[src/rtl/pause_rx_pkg.sv]
package pause_rx_pkg;

    localparam int QUANTA_W      = 16;
    localparam int DST_BYTES     = 6;
    localparam int TYPE_IDX      = 12;
    localparam int OPC_IDX       = 14;
    localparam int QUANTA_IDX    = 16;
    localparam int LAST_FIELD    = QUANTA_IDX + 1;
    localparam int MIN_END_IDX   = LAST_FIELD + 1;
    localparam int IDX_W         = $clog2(MIN_END_IDX + 1);
    localparam logic [15:0] PAUSE_OPCODE = 16'h0001;

    typedef struct packed {
        logic dst_ctrl;
        logic dst_sta;
        logic type_ok;
        logic op_ok;
    } match_t;

    typedef struct packed {
        logic                valid;
        logic [QUANTA_W-1:0] quanta;
    } pause_evt_t;

    function automatic logic [7:0] addr_byte(input logic [47:0] a, input logic [2:0] i);
        return a[8*(5-int'(i)) +: 8];
    endfunction

endpackage

[src/rtl/pause_frame_parser.sv]
module pause_frame_parser
    import pause_rx_pkg::*;
(
    input  logic             clk,
    input  logic             rst,
    input  logic             rx_valid,
    input  logic             rx_sof,
    input  logic             rx_eof,
    input  logic             rx_good,
    input  logic [7:0]       rx_data,
    input  logic [47:0]      ctrl_addr,
    input  logic [47:0]      station_addr,
    input  logic [15:0]      type_value,
    output pause_evt_t       evt
);
    localparam logic [IDX_W-1:0] I_DST_END = IDX_W'(DST_BYTES);
    localparam logic [IDX_W-1:0] I_TYPE_HI = IDX_W'(TYPE_IDX);
    localparam logic [IDX_W-1:0] I_TYPE_LO = IDX_W'(TYPE_IDX + 1);
    localparam logic [IDX_W-1:0] I_OPC_HI  = IDX_W'(OPC_IDX);
    localparam logic [IDX_W-1:0] I_OPC_LO  = IDX_W'(OPC_IDX + 1);
    localparam logic [IDX_W-1:0] I_Q_HI    = IDX_W'(QUANTA_IDX);
    localparam logic [IDX_W-1:0] I_Q_LO    = IDX_W'(QUANTA_IDX + 1);
    localparam logic [IDX_W-1:0] I_MIN_END = IDX_W'(MIN_END_IDX);
    localparam logic [IDX_W-1:0] I_SAT     = '1;

    logic                in_frame_q;
    logic [IDX_W-1:0]    idx_q, cur_idx;
    match_t              flags_q, base, hit;
    logic [QUANTA_W-1:0] quanta_q;
    logic                take, accept, fields_ok;

    always_comb begin
        cur_idx = rx_sof ? '0 : idx_q;
        base    = rx_sof ? match_t'('1) : flags_q;
        hit     = match_t'('1);
        if (cur_idx < I_DST_END) begin
            hit.dst_ctrl = (rx_data == addr_byte(ctrl_addr, cur_idx[2:0]));
            hit.dst_sta  = (rx_data == addr_byte(station_addr, cur_idx[2:0]));
        end
        if (cur_idx == I_TYPE_HI) hit.type_ok = (rx_data == type_value[15:8]);
        if (cur_idx == I_TYPE_LO) hit.type_ok = (rx_data == type_value[7:0]);
        if (cur_idx == I_OPC_HI)  hit.op_ok   = (rx_data == PAUSE_OPCODE[15:8]);
        if (cur_idx == I_OPC_LO)  hit.op_ok   = (rx_data == PAUSE_OPCODE[7:0]);
    end

    assign take      = rx_valid && (rx_sof || in_frame_q);
    assign fields_ok = (flags_q.dst_ctrl || flags_q.dst_sta) && flags_q.type_ok && flags_q.op_ok;
    assign accept    = take && rx_eof && rx_good && (cur_idx >= I_MIN_END) && fields_ok;

    always_ff @(posedge clk) begin
        if (rst) begin
            in_frame_q <= 1'b0;
            idx_q      <= '0;
            flags_q    <= '0;
            quanta_q   <= '0;
            evt        <= '0;
        end else begin
            evt.valid  <= accept;
            evt.quanta <= quanta_q;
            if (take) begin
                flags_q    <= base & hit;
                idx_q      <= (cur_idx == I_SAT) ? cur_idx : cur_idx + 1'b1;
                in_frame_q <= !rx_eof;
                if (cur_idx == I_Q_HI) quanta_q[15:8] <= rx_data;
                if (cur_idx == I_Q_LO) quanta_q[7:0]  <= rx_data;
            end
        end
    end

endmodule

[src/rtl/pause_slot_timer.sv]
module pause_slot_timer #(
    parameter int SLOT_TICKS = 64,
    parameter int CNT_W      = 16
) (
    input  logic             clk,
    input  logic             rst,
    input  logic             load,
    input  logic [CNT_W-1:0] load_val,
    output logic             active
);
    localparam int PRE_W = (SLOT_TICKS > 1) ? $clog2(SLOT_TICKS) : 1;
    localparam logic [PRE_W-1:0] PRE_LAST = PRE_W'(SLOT_TICKS - 1);

    logic [PRE_W-1:0] pre_q;
    logic [CNT_W-1:0] cnt_q;

    always_ff @(posedge clk) begin
        if (rst) begin
            pre_q <= '0;
            cnt_q <= '0;
        end else if (load) begin
            pre_q <= '0;
            cnt_q <= load_val;
        end else if (cnt_q != '0) begin
            if (pre_q == PRE_LAST) begin
                pre_q <= '0;
                cnt_q <= cnt_q - 1'b1;
            end else begin
                pre_q <= pre_q + 1'b1;
            end
        end
    end

    assign active = (cnt_q != '0);

endmodule

[src/rtl/pause_rx_filter.sv]
module pause_rx_filter
    import pause_rx_pkg::*;
#(
    parameter int SLOT_TICKS = 64
) (
    input  logic        clk,
    input  logic        rst,
    input  logic        rx_valid,
    input  logic        rx_sof,
    input  logic        rx_eof,
    input  logic        rx_good,
    input  logic [7:0]  rx_data,
    input  logic [47:0] ctrl_addr,
    input  logic [47:0] station_addr,
    input  logic [15:0] type_value,
    input  logic        pause_honour_en,
    output logic        pause_active,
    output logic        pause_seen
);
    pause_evt_t          evt;
    logic [QUANTA_W-1:0] evt_quanta;

    pause_frame_parser u_parser (
        .clk          (clk),
        .rst          (rst),
        .rx_valid     (rx_valid),
        .rx_sof       (rx_sof),
        .rx_eof       (rx_eof),
        .rx_good      (rx_good),
        .rx_data      (rx_data),
        .ctrl_addr    (ctrl_addr),
        .station_addr (station_addr),
        .type_value   (type_value),
        .evt          (evt)
    );

    assign evt_quanta = evt.quanta;

    pause_slot_timer #(
        .SLOT_TICKS (SLOT_TICKS),
        .CNT_W      (QUANTA_W)
    ) u_timer (
        .clk      (clk),
        .rst      (rst),
        .load     (evt.valid && pause_honour_en),
        .load_val (evt_quanta),
        .active   (pause_active)
    );

    assign pause_seen = evt.valid;

endmodule

[config.mk]
export PLATFORM = sky130hd
export DESIGN_NAME = pause_rx_filter
export DESIGN_NICKNAME = d
export VERILOG_FILES = /design/src/rtl/pause_rx_pkg.sv /design/src/rtl/pause_frame_parser.sv /design/src/rtl/pause_slot_timer.sv /design/src/rtl/pause_rx_filter.sv
export SDC_FILE = /design/constraint.sdc
export NUM_CORES = 1
export LEC_CHECK = 0
export BUFFER_PORTS_ARGS = -buffer_cell sky130_fd_sc_hd__buf_2
export CORE_MARGIN = 4
export CORE_UTILIZATION = 52
export CTS_CLUSTER_DIAMETER = 50
export DETAILED_ROUTE_END_ITERATION = 8
export GPL_ROUTABILITY_DRIVEN = 0
export GPL_TIMING_DRIVEN = 0
export PLACE_DENSITY_LB_ADDON = 0.12
export RECOVER_POWER = 50
export SLEW_MARGIN = 20
export SYNTH_ARGS = -nofsm -noshare
export SYNTH_HDL_FRONTEND = slang
export SYNTH_SLANG_ARGS = --single-unit
[constraint.sdc]
create_clock -name clk -period 4.1 [get_ports clk]
set_clock_uncertainty 0.15 [all_clocks]
set_input_delay 0.82 -clock clk [delete_from_list [all_inputs] [get_ports clk]]
set_output_delay 0.82 -clock clk [all_outputs]
set_load 0.01 [all_outputs]
==> results by stage <==
Run status:
- The run finished with clean final reports.

Drt:
- The first TritonRoute pass finished after 5 iterations.
- The detail route stage leaves a number of antenna-violating nets equal to 0.
- In this run, the number of DRC markers left after iteration 0 of detailed routing was 286.
- For this block, the via count after detailed routing is 4057.
- In the routed layout, each cell is associated on average with a via count of 5.771.
- The average wire per cell in the routed design is 16.57 um.
- The total length of routed wires is 11650 um.
- For this run, design rule violations remaining after detail routing come to 0.

Worst setup path:
- The worst setup path is launched from an input port.
- Data on the critical path arrives at its endpoint at 3.72 ns.
- The end of the critical path is u_parser.flags_q[3]$_SDFFE_PP0P_.
- The worst reg-to-reg setup slack is 1.00 ns.
- The worst register-to-register path begins at u_parser.idx_q[2]$_SDFFE_PP0P_.
- The cell depth of the worst flop-to-flop path is 10.
- The launching instance or port of the critical path is rx_sof.
- The endpoint of the worst register-to-register path is u_parser.flags_q[3]$_SDFFE_PP0P_.
- The maximum fanout along the worst path is 10.
- For the worst setup path, the data required time is 4.20 ns.
- The endpoint kind of the worst setup timing path is a flip-flop.
- The critical path is of the input port to flip-flop type.

Clock tree:
- TritonCTS built the clock tree.
- The post-cts repair resize count is 0.
- Post-CTS timing repair inserted 0 buffers for setup.
- The hold buffer count at CTS is 0.
- The H-tree generated during clock tree synthesis spans 3 levels.
- The tree is rooted in a sky130_fd_sc_hd__clkbuf_8.
- The total number of clock tree sinks is 65.
- The number of clock buffers added by TritonCTS is 9.
- The CTS clock-pin slew for the worst setup and hold paths is 0.07 ns.
- The insertion delay to the later sink of the worst-skew pair is 0.33 ns.
- In this run the deepest clock path goes through 2 buffers.

Floorplanning:
- The floorplan has 31 rows.
- The floorplan step set the die width to 96.39 um.
- The area of the die is 9291 um2.
- The initial utilization of the core area, before any placement, comes to 54.84%.
- The area of the placeable core is 7408 um2.
- The overall die height is 96.39 um.
- The number of ports placed on the die boundary is 129.

Global route:
- The initial antenna violation count is 0.
- Entering global routing, the biggest net connects 13 pins.
- The total overflow left after global routing is 0.
- The overall routing resource usage is 26.16%.
- The first-pass GRT wire length is 18820 um.
- The via count of the first global-routing pass is 4128.

Synth:
- The synthesized netlist contains 57 unique library cells.
- In this run, synthesis inferred 0 flip-flops with an integrated enable.
- Sequential elements use 32.03% of the synthesized area.
- The most frequently used flop master after synthesis is sky130_fd_sc_hd__dfxtp_1.
- The fraction of synthesis flops using an asynchronous set or reset pin is 0%.
- In the post-synthesis netlist, the biggest area contributors are sky130_fd_sc_hd__dfxtp_1 32%, sky130_fd_sc_hd__mux2i_1 8.4%, sky130_fd_sc_hd__mux4_2 8.3%.
- The flop and latch count out of synthesis is 65.
- The synthesized netlist net count is 603.
- Yosys printed 0 warnings.
- The average cell area after synthesis is 8.718 um2.
- The synthesized netlist occupies a cell area of 4063 um2.
- The share of the synthesized area in the top cell type is 32.03%.
- The largest area contributor in the netlist is sky130_fd_sc_hd__dfxtp_1.
- Counting every instance in the synthesized netlist gives 466.

Cells and area:
- The layout overhead on the synthesized area is 24.11%.
- The most common library cell in the layout ignoring fill and taps is sky130_fd_sc_hd__buf_2.
- The top cell types in the final layout, fill and taps aside, are 123 x sky130_fd_sc_hd__buf_2, 72 x sky130_fd_sc_hd__nor2_1, 65 x sky130_fd_sc_hd__dfxtp_1.
- After the last flow step, the layout net total stands at 736.
- The share of layout cells above drive strength 1 is 25.99%.
- Counting the fill cells in the layout gives 648.
- 0 antenna diodes ended up in the layout.

Pwr:
- The overall power of the completed layout is 1535 uW.
- The worst IR drop on VDD is 159.9 uV.
- For this design the static power due to leakage is 0.002193 uW.
- Dividing total power by cell area gives a power density of 304.5 nW/um2.

STA:
- The final critical path takes up 88.45% of the cycle.
- Setup repair after global routing left no endpoint under its margin.
- The worst path in the final design needs a cycle of 3.627 ns, including I/O delays and setup.
- The max-slew violation total from the final report is 0.
- Headroom to the max-slew limit came out at 46.99%.
- Setup violations remaining at the end of the flow were counted as 0.
- Timing would allow up to 275.7 MHz.
- The final total negative setup slack is 0 ns.
- The number of failing hold endpoints at the final stage was 0.
- At the pin with the least slew margin, the transition time is 0.7951 ns.

Placement:
- The placed wire-length estimate is 9298 um.
- The total of buffers placed on input and output ports is 122.

Min path:
- The path category of the worst min-delay check is flip-flop to flip-flop.

Job:
- The number of max-cap violations is 0.
per-stage QoR:
| stage | area, um2 | hold WS, ns | util, % | setup slack, ns | cells |
|---|---|---|---|---|---|
| after floorplan | 4063 | 0.2674 | - | 0.8421 | 466 |
| after global placement | 4797 | 0.2789 | 64.75 | 0.2112 | 687 |
| after detailed placement | 4797 | 0.2771 | 64.75 | 0.2045 | 687 |
| after CTS | 5049 | 0.2871 | 68.15 | 0.5562 | 703 |
| after global routing | 5042 | 0.3407 | 68.06 | 0.2542 | 703 |
| final | 5042 | 0.2909 | 68.06 | 0.4734 | 703 |
worst min-delay path by stage:
stage,start,end,slack [ns],depth (start not counted)
after floorplan,u_parser.evt[1]$_SDFF_PP0_,u_timer.cnt_q[1]$_SDFFE_PP0P_,0.27,2
after global placement,u_parser.evt[1]$_SDFF_PP0_,u_timer.cnt_q[1]$_SDFFE_PP0P_,0.28,2
after detailed placement,u_parser.evt[1]$_SDFF_PP0_,u_timer.cnt_q[1]$_SDFFE_PP0P_,0.28,2
after CTS,u_parser.evt[1]$_SDFF_PP0_,u_timer.cnt_q[1]$_SDFFE_PP0P_,0.29,2
after global routing,u_parser.quanta_q[13]$_SDFFE_PP0P_,u_parser.evt[13]$_SDFF_PP0_,0.34,1
final,u_parser.evt[1]$_SDFF_PP0_,u_timer.cnt_q[1]$_SDFFE_PP0P_,0.29,2
cells in the mapped netlist (3+ instances only):
library cell,number
sky130_fd_sc_hd__xor2_1,16
sky130_fd_sc_hd__a211oi_1,13
sky130_fd_sc_hd__nor2_1,72
sky130_fd_sc_hd__nand2b_1,4
sky130_fd_sc_hd__nor4_1,5
sky130_fd_sc_hd__and2_1,3
sky130_fd_sc_hd__nor2b_1,19
sky130_fd_sc_hd__o31ai_1,5
sky130_fd_sc_hd__clkbuf_1,23
sky130_fd_sc_hd__o21ai_0,28
sky130_fd_sc_hd__nand4_1,11
sky130_fd_sc_hd__or3_1,5
sky130_fd_sc_hd__nand3_1,5
sky130_fd_sc_hd__mux2i_1,34
sky130_fd_sc_hd__inv_1,8
sky130_fd_sc_hd__nor3_1,15
sky130_fd_sc_hd__dfxtp_1,65
sky130_fd_sc_hd__ha_1,10
sky130_fd_sc_hd__o21a_1,3
sky130_fd_sc_hd__a21oi_1,21
sky130_fd_sc_hd__or4_1,4
sky130_fd_sc_hd__mux4_2,15
sky130_fd_sc_hd__buf_2,3
sky130_fd_sc_hd__xnor2_1,15
sky130_fd_sc_hd__nand2_1,19
sky130_fd_sc_hd__a311oi_1,5
sky130_fd_sc_hd__o22ai_1,4
registers in the layout, indices dropped and copies added (netlist names):
signal	flops
u_parser.idx_q	5
u_parser.flags_q	4
u_parser.in_frame_q	1
u_parser.evt	17
u_timer.cnt_q	16
u_timer.pre_q	6
u_parser.quanta_q	16
critical path: stages:
cell and delay, ns:
sky130_fd_sc_hd__buf_2 0.16, sky130_fd_sc_hd__clkbuf_1 0.35, sky130_fd_sc_hd__nor2b_1 0.19, sky130_fd_sc_hd__ha_1 0.35
sky130_fd_sc_hd__nand3b_1 0.16, sky130_fd_sc_hd__clkbuf_1 0.26, sky130_fd_sc_hd__clkbuf_1 0.28, sky130_fd_sc_hd__o21ai_0 0.30
sky130_fd_sc_hd__nand4b_1 0.13, sky130_fd_sc_hd__o41ai_1 0.28, sky130_fd_sc_hd__o2111ai_1 0.20, sky130_fd_sc_hd__o31ai_1 0.25
logic make-up after synthesis:
| group | after synthesis | share of synthesized area, % |
|---|---|---|
| AO/OA/AOI/OAI | 98 | 15.65 |
| XOR/XNOR | 31 | 6.683 |
| multiplexers | 51 | 17.62 |
| AND/OR/NAND/NOR | 174 | 21.25 |
| flip-flops | 65 | 32.03 |
| buffers and inverters | 37 | 3.695 |
| adder cells (fa/ha/maj) | 10 | 3.080 |
layer usage:
layer / part of all wire (%) / track usage, %
met1: 39 / 28.33
met2: 52 / 48.07
met3: 6.5 / 5.577
met4: 3.1 / 12.62
met5: 0 / 0
layout make-up:
type	instances	area (um2)	area share (%)
plain buffers	28	115.1	2.283
clock buffers	10	137.6	2.730
clock inverters	6	113.9	2.258
inverters	9	33.78	0.6700
multi-input cells	364	2608	51.71
flip-flops and latches	65	1301	25.81
well taps	99	123.9	2.457
repair buffers	122	609.3	12.08
where the power goes:
group / switching [uW] / internal [uW]
Clock: 247 / 423
Combinational: 116 / 111
Sequential: 2.71 / 635
Total: 366 / 1170
No activity file was read; power rests on OpenSTA's default activity.
